**src/rtl/edo_pkg.sv**
```systemverilog
package edo_pkg;

  typedef enum logic [1:0] {
    KIND_IDLE    = 2'd0,
    KIND_ACCESS  = 2'd1,
    KIND_REFRESH = 2'd2
  } row_kind_e;

  // flat index into the folded storage: row slot major, column slot minor
  function automatic int unsigned cell_index(input int unsigned row,
                                             input int unsigned col,
                                             input int unsigned n_rows,
                                             input int unsigned n_cols);
    return (row % n_rows) * n_cols + (col % n_cols);
  endfunction

  function automatic int unsigned wrap_inc(input int unsigned v,
                                           input int unsigned modulus);
    return (v + 1) % modulus;
  endfunction

endpackage

```
**src/rtl/edo_strobe_seq.sv**
```systemverilog
module edo_strobe_seq #(
  parameter int ADDR_W      = 9,
  parameter int HOLD_CYC    = 2,
  parameter int RAS_MAX_CYC = 64
) (
  input  logic              clk,
  input  logic              rst_n,
  input  logic              ras_n,
  input  logic              lcas_n,
  input  logic              ucas_n,
  input  logic [ADDR_W-1:0] addr,
  output logic              access_now,
  output logic [ADDR_W-1:0] row_q,
  output logic [ADDR_W-1:0] col_eff,
  output logic              cbr_evt,
  output logic              ras_only_evt,
  output logic              proto_err
);
  import edo_pkg::*;

  localparam int WIN_W = $clog2(HOLD_CYC + 1);
  localparam int RCNT_W = $clog2(RAS_MAX_CYC + 2);

  logic ras_p, lcas_p, ucas_p;
  logic ras_fall, ras_rise, cas_fall;
  row_kind_e kind_q;
  logic [ADDR_W-1:0] col_q;
  logic cas_seen;
  logic [WIN_W-1:0] win_cnt;
  logic [ADDR_W-1:0] win_ref;
  logic win_load, addr_slip;
  logic [RCNT_W-1:0] ras_cnt;
  logic ras_over;

  // edge events relative to the previous sample
  assign ras_fall = ras_p & ~ras_n;
  assign ras_rise = ~ras_p & ras_n;
  assign cas_fall = (lcas_p & ~lcas_n) | (ucas_p & ~ucas_n);
  assign cbr_evt  = ras_fall & (~lcas_n | ~ucas_n);

  assign access_now   = (kind_q == KIND_ACCESS) && !ras_n;
  assign ras_only_evt = ras_rise && (kind_q == KIND_ACCESS) && !cas_seen;
  assign col_eff      = (cas_fall && access_now) ? addr : col_q;

  always_ff @(posedge clk or negedge rst_n) begin
    if (!rst_n) begin
      ras_p  <= 1'b1;
      lcas_p <= 1'b1;
      ucas_p <= 1'b1;
    end else begin
      ras_p  <= ras_n;
      lcas_p <= lcas_n;
      ucas_p <= ucas_n;
    end
  end

  always_ff @(posedge clk or negedge rst_n) begin
    if (!rst_n) begin
      kind_q   <= KIND_IDLE;
      row_q    <= '0;
      col_q    <= '0;
      cas_seen <= 1'b0;
    end else begin
      if (ras_fall) begin
        kind_q   <= cbr_evt ? KIND_REFRESH : KIND_ACCESS;
        cas_seen <= 1'b0;
        if (!cbr_evt) row_q <= addr;
      end else if (ras_n) begin
        kind_q <= KIND_IDLE;
      end
      if (cas_fall && access_now) begin
        col_q    <= addr;
        cas_seen <= 1'b1;
      end
    end
  end

  // address hold window after row fall (normal access) and column fall
  assign win_load  = (ras_fall && !cbr_evt) || (cas_fall && access_now);
  assign addr_slip = (win_cnt != '0) && (addr != win_ref) && !win_load;

  always_ff @(posedge clk or negedge rst_n) begin
    if (!rst_n) begin
      win_cnt <= '0;
      win_ref <= '0;
    end else if (win_load) begin
      win_cnt <= WIN_W'(HOLD_CYC);
      win_ref <= addr;
    end else if (win_cnt != '0) begin
      win_cnt <= win_cnt - 1'b1;
    end
  end

  // consecutive low samples of the row strobe
  assign ras_over = !ras_n && (ras_cnt == RCNT_W'(RAS_MAX_CYC));

  always_ff @(posedge clk or negedge rst_n) begin
    if (!rst_n) begin
      ras_cnt <= '0;
    end else if (ras_n) begin
      ras_cnt <= '0;
    end else if (ras_cnt != RCNT_W'(RAS_MAX_CYC)) begin
      ras_cnt <= ras_cnt + 1'b1;
    end
  end

  always_ff @(posedge clk or negedge rst_n) begin
    if (!rst_n) proto_err <= 1'b0;
    else        proto_err <= proto_err | addr_slip | ras_over;
  end

  a_r9_slip_flags: assert property (@(posedge clk) disable iff (!rst_n)
    addr_slip |=> proto_err);

  a_r10_ras_limit_flags: assert property (@(posedge clk) disable iff (!rst_n)
    ras_over |=> proto_err);

  a_r4_refresh_no_access: assert property (@(posedge clk) disable iff (!rst_n)
    cbr_evt |=> !access_now);

endmodule

```
**config.mk**
```make
export PLATFORM = sky130hd
export DESIGN_NAME = edo_strobe_seq
export DESIGN_NICKNAME = d
export VERILOG_FILES = /design/src/rtl/edo_pkg.sv /design/src/rtl/edo_strobe_seq.sv
export SDC_FILE = /design/constraint.sdc
export NUM_CORES = 1
export LEC_CHECK = 0
export ABC_AREA = 0
export BUFFER_PORTS_ARGS = -buffer_cell sky130_fd_sc_hd__buf_2
export CAP_MARGIN = 10
export CORE_UTILIZATION = 46
export DETAILED_ROUTE_END_ITERATION = 7
export PLACE_DENSITY = 0.71
export REMOVE_ABC_BUFFERS = 1
export SETUP_SLACK_MARGIN = 0.2
export SLEW_MARGIN = 20
export SYNTH_ARGS = -nofsm -noshare
export SYNTH_HDL_FRONTEND = slang
export SYNTH_SLANG_ARGS = --single-unit
export TNS_END_PERCENT = 30
```
**constraint.sdc**
```tcl
create_clock -name clk -period 1.6 [get_ports clk]
set_input_delay 0.32 -clock clk [delete_from_list [all_inputs] [get_ports clk]]
set_output_delay 0.32 -clock clk [all_outputs]
set_load 0.03 [all_outputs]
```
==> impl_metrics.yaml, run 1 <==
worst_setup_path:
  end_kind: "output pin"
  r2r-end: "win_ref[5]"
  r2r_cells: 8
  cp-startpoint: "kind_q[1]"
  worstPathArrival_ps: 1680
  worstReg2RegStart: "kind_q[1]"
  cp-start-kind: "flop"
  cp.required_ps: 1280
  crit_type: "flop to output pin"
  cp-endpoint: "col_eff[2]"
  rrSetupSlack_ps: -150
  cp_max_fo: 6
floorplan:
  die_w_microns: 65.13
  start_util_pct: 48.96
  num_rows: 22
  core_area_sq_um: 3744
  die_area_sq_um: 4241
  dieHeight_microns: 65.13
  io_pins: 36
finish:
  finalInstanceArea_sq_um: 2480
  n_fill_cell: 296
  drive_gt1_share_pct: 52.58
  area_growth_pct: 35.29
  antenna_cells: 0
  instances_no_fill: 242
  final_nets: 211
drt:
  drt_iter0_markers: 15
  avgViaCountPerCell: 5.062
  drc: 0
  drt-total-wl_microns: 3722
  drt_first_pass_iters: 4
  ant_nets: 0
  via_count: 1225
  routedWlPerCell_microns: 15.38
outcome:
  violations: "negative setup slack"
  status: "finished with violations"
yosys:
  synthCells: 137
  netlist_area_sq_um: 1833
  postSynthAreaPerCell_sq_um: 13.38
  yosysSeqAreaShare_pct: 58.91
  synth.distinct_cells: 26
  yosys_warnings: 0
  synth-seq-cells: 43
sta:
  slew_headroom_pct: 78.27
  setup_tns_ps: -4793
  rsz0062_at_grt: "yes"
  fmax_ghz: 0.5009
  hold_viol: 0
  setup_slack_ps: -396.3
  drv_slew: 0
  worstMarginPinSlew_ps: 322.9
  finalClockSkew_ps: 3.461
  post-route-period-util_pct: 124.8
  finalSetupViolCount: 19
  period_needed_ps: 1996
clock_tree:
  cts_buffers: 5
  cts.clk_slew.worst_paths_ps: 70
  clk_latency_ps: 290
  clockRootBuffer: "clkbuf_8"
  cts-htree-levels: 2
  cts.sinks: 43
  cts_tree: "yes"
  clockBufferDepth: 2
global_route:
  antenna_found_initial: 0
  grt_pass1_wl_microns: 6154
  grt_busiest_layer: "met2"
  grt_use_met3_pct: 4.688
  gr-usage-met2_pct: 34.77
  overflow: 0
  grt_max_degree: 25
  use_met1_pct: 23.99
  grt_pass1_vias: 1308
  grtUsageTotal_pct: 20.06
min_path:
  hold_class: "primary input to flop"
power:
  p_leak_nw: 1.218
  peakVddDrop_mv: 0.7060
  p_total_w: 0.003024
  powerDensity_nw_per_um2: 1220
job:
  maxCapViolations: 0
placement:
  pre_cts_ws_ps: -186.5
  dp.cells: 230
  dp_hpwl_microns: 2503
  gp_congestion: 0.7038
  port_buffers: 35
  place_area_sq_um: 2151
## final cells by class
type	instances	area (sq um)	area share, %
Clock buffer	6	82.58	3.330
Clock inverter	1	5.005	0.2018
Multi-Input combinational cell	85	812.0	32.74
Inverter	5	18.77	0.7568
Sequential cell	43	1080	43.54
Timing Repair Buffer	54	421.7	17.00
Tap cell	48	60.06	2.422
## cell usage after synthesis, drive strengths merged
cell type | instances | area share, %
nor2b | 2 | 0.68
mux2i | 1 | 0.55
and3 | 1 | 0.41
o21ai | 1 | 0.27
dfstp | 3 | 4.3
nor4 | 2 | 0.68
a21oi | 2 | 0.55
xnor2 | 9 | 4.3
a21o | 1 | 0.41
nand2b | 1 | 0.34
o31ai | 1 | 0.41
buf | 4 | 1.2
nand2 | 6 | 1.2
mux2 | 28 | 17
nor3b | 2 | 1.4
inv | 5 | 1.0
ha | 3 | 2.0
nand3 | 6 | 1.6
nor3 | 1 | 0.27
nor2 | 8 | 1.6
nand4 | 2 | 0.68
xor2 | 7 | 3.3
or4b | 1 | 0.75
dfrtp | 40 | 55
## registers in the layout, indices dropped and copies added (netlist names)
register	count
win_ref	9
col_q	9
proto_err	1
ras_cnt	7
row_q	9
kind_q	2
win_cnt	2
ras_p	1
ucas_p	1
lcas_p	1
cas_seen	1
## cell usage in the layout, fill, tap and decap left out, drive strengths merged
| cell | count |
|---|---|
| nor3 | 1 |
| and3 | 1 |
| o31ai | 1 |
| nand3 | 6 |
| nand2 | 6 |
| dfrtp | 40 |
| buf | 53 |
| nand2b | 1 |
| a21o | 1 |
| nor4 | 2 |
| ha | 3 |
| or4b | 1 |
| dfstp | 3 |
| clkbuf | 6 |
| nand4 | 2 |
| xnor2 | 9 |
| mux2i | 1 |
| clkinv | 1 |
| a21oi | 2 |
| o21ai | 1 |
| nor2 | 8 |
| mux2 | 28 |
| inv | 5 |
| nor3b | 2 |
| nor2b | 2 |
| xor2 | 7 |
| dlygate4sd3 | 1 |
## worst max-delay path, stage by stage, from the launching register on
cell     delay (ps)
dfrtp_1         400
nor3b_2         240
o21ai_2         120
buf_6           160
mux2_4          310
buf_6           140
## cell families (layout without fill, tap and decap cells)
logic type	count (synthesis)	count (layout)	synth area share [%]
and+or+nand+nor	32	32	9.761
buffers and inverters	9	66	2.253
muxes	29	29	17.75
DFF	43	43	58.91
AOI/OAI and AO/OA	5	5	1.638
xor gates and xnor gates	16	16	7.645
adders and majority gates	3	3	2.048
## per-layer routing
layer  routed length [microns]  share of wire (%)
met4                        62                1.7
met2                      1945                 52
met5                         0                  0
met1                      1605                 43
met3                       108                2.9
## report_power, final
group          switching [W]  internal [W]  leakage [nW]  total (W)
logic               0.000481      0.000471         0.640   0.000951
registers           0.000105       0.00129         0.531    0.00140
clock network       0.000339      0.000338        0.0470   0.000677
total               0.000924       0.00210          1.22    0.00302
## timing repair
action / in CTS / in global routing
buffers inserted: 2 / 1
gates resized for setup: 41 / 17
setup endpoints to repair: 25 / 26
hold buffers: 1 / 0
gates cloned: 1 / 0
endpoints found under the hold margin: 5 / 0
pin swaps: 3 / 1
## worst min-delay path by stage
| stage | slack [ps] | startpoint | cells past startpoint | endpoint |
|---|---|---|---|---|
| floorplan | 20 | rst_n | 0 | cas_seen |
| global placement | 160 | rst_n | 1 | ras_cnt[3] |
| detailed placement | 160 | rst_n | 1 | proto_err |
| CTS | 260 | ucas_n | 2 | ucas_p |
| global route | 280 | lcas_n | 2 | lcas_p |
| finish | 290 | lcas_n | 2 | lcas_p |
## through the flow
step / util (%) / hold slack, ps
after detailed placement: 57.45 / 162.1
after global placement: 57.45 / 160.5
after floorplan: - / 24.41
after CTS: 64.30 / 263.0
after global routing: 66.24 / 283.9
final: 66.24 / 286.8
Note: power is estimated with default switching activity, not from simulation.
==> inputs of run 2 (changes only) <==
- clock period: 1.6 -> 1.8 ns (I/O delays scaled with it)
==> impl_metrics.yaml, run 2 (synthesized netlist as in run 1, its figures left out) <==
outcome:
  status: "finished with violations"
  violations: "negative setup slack"
floorplan:
  core_area_sq_um: 3744
  die_w_microns: 65.13
  dieHeight_microns: 65.13
  io_pins: 36
  num_rows: 22
  die_area_sq_um: 4241
  start_util_pct: 48.96
drt:
  routedWlPerCell_microns: 15.65
  ant_nets: 0
  wl_met1_microns: 1607
  via_count: 1217
  drt_iter0_markers: 26
  avgViaCountPerCell: 5.113
  wl_met2_microns: 1896
  drt_first_pass_iters: 4
  met3WireLength_microns: 138
  drt-total-wl_microns: 3724
  top_layer: "met4"
  drc: 0
sta:
  slew_headroom_pct: 68.49
  fmax_ghz: 0.4838
  holdWs_ps: 18.09
  finalClockSkew_ps: 4.744
  hold_viol: 0
  drv_slew: 0
  finalSetupViolCount: 9
  setup_tns_ps: -2275
  setup_slack_ps: -267.0
  post-route-period-util_pct: 114.8
  period_needed_ps: 2067
  worstMarginPinSlew_ps: 472.7
  rsz0062_at_grt: "yes"
worst_setup_path:
  cp-endpoint: "col_eff[6]"
  cp-startpoint: "ucas_p"
  end_kind: "output pin"
  cpMostUsedCell: "buf_6"
  cp-start-kind: "flop"
  worstPathArrival_ps: 1710
  crit_chain: "nor2b_4 -> o21ai_4 -> buf_6 -> mux2_4 -> buf_6"
  cp_slowest_cell: "dfstp_2"
  r2r_cells: 7
  cp_max_fo: 6
  r2r-end: "win_ref[7]"
  worstReg2RegStart: "ucas_p"
  crit_type: "flop to output pin"
  cp.required_ps: 1440
  cp_slowest_stage_delay_ps: 540
  rrSetupSlack_ps: 90
finish:
  finalInstanceArea_sq_um: 2455
  multiInputGateArea_sq_um: 823.3
  drive_gt1_share_pct: 50.53
  seq_area_sq_um: 1080
  antenna_cells: 0
  layout_commonest_cell: "dfrtp_1"
  area_growth_pct: 33.92
  layout_common_cells: "dfrtp_1, buf_2, mux2_4, buf_6, mux2_2"
  reg_top3: "col_q (9), row_q (9), win_ref (9)"
  n_fill_cell: 295
  final_nets: 206
clock_tree:
  clk_latency_ps: 290
  holdBufCountCts: 0
  cts_buffers: 5
  cts.sinks: 43
  cts.clk_slew.worst_paths_ps: 80
  cts_tree: "yes"
  clockBufferDepth: 2
  clockRootBuffer: "clkbuf_8"
  cts-htree-levels: 2
power:
  p_leak_nw: 1.194
  p_total_w: 0.002674
  powerDensity_nw_per_um2: 1089
  peakVddDrop_mv: 0.7674
global_route:
  antenna_found_initial: 0
  grt_max_degree: 25
  grtUsageTotal_pct: 19.89
  overflow: 0
  grt_pass1_vias: 1290
  grt_pass1_wl_microns: 6182
placement:
  gp_congestion: 0.7177
  place_area_sq_um: 2138
  pre_cts_ws_ps: -28.85
  dp_hpwl_microns: 2383
  port_buffers: 35
job:
  maxCapViolations: 0
min_path:
  hold_class: "primary input to async pin"
run 2: cell type report:
type,count,share of cell area (%)
Inverter,5,0.7645
Tap cell,48,2.446
Sequential cell,43,43.99
Multi-Input combinational cell,85,33.54
Clock inverter,1,0.2039
Timing Repair Buffer,49,15.95
Clock buffer,7,3.109
run 2: routing by layer:
layer	GRT usage (%)	vias up
met2	33.85	30
met4	6.793	0
met1	23.93	613
li1	-	566
met5	0	-
met3	6.076	8
run 2: worst max-delay path: cells and delay by family (launching register included):
family                 cells  cell delay, ps
DFF                        1             540
muxes                      1             310
buffers and inverters      2             300
and+or+nand+nor            1             180
AOI/OAI and AO/OA          1              80
run 2: how the worst min path moves through the flow:
| stage | start | end | slack (ps) | cells past startpoint |
|---|---|---|---|---|
| after floorplan | rst_n | cas_seen | 60 | 0 |
| after global placement | rst_n | ras_cnt[5] | 330 | 1 |
| final | rst_n | ras_cnt[1] | 20 | 1 |
| after detailed placement | rst_n | ras_cnt[5] | 340 | 1 |
| after CTS | rst_n | kind_q[1] | 30 | 1 |
| after global routing | rst_n | ras_cnt[5] | 40 | 1 |
run 2: timing repair:
| item | in CTS | in global routing |
|---|---|---|
| cloned | 1 | 0 |
| setup endpoints to repair | 23 | 23 |
| buffers inserted | 3 | 1 |
| endpoints found under the hold margin | 0 | 0 |
| gates resized for setup | 48 | 7 |
| pin swaps | 6 | 6 |
run 2: metrics by stage:
stage               instances  util (%)
detailed placement        225     57.12
floorplan                 133         -
global placement          225     57.12
CTS                       237     64.51
finish                    238     65.57
global route              238     65.57
run 2: report_power, final:
group	internal, W	switching [W]
sequential	0.00115	0.0000973
clock	0.000272	0.000303
combinational	0.000426	0.000427
total	0.00185	0.000828
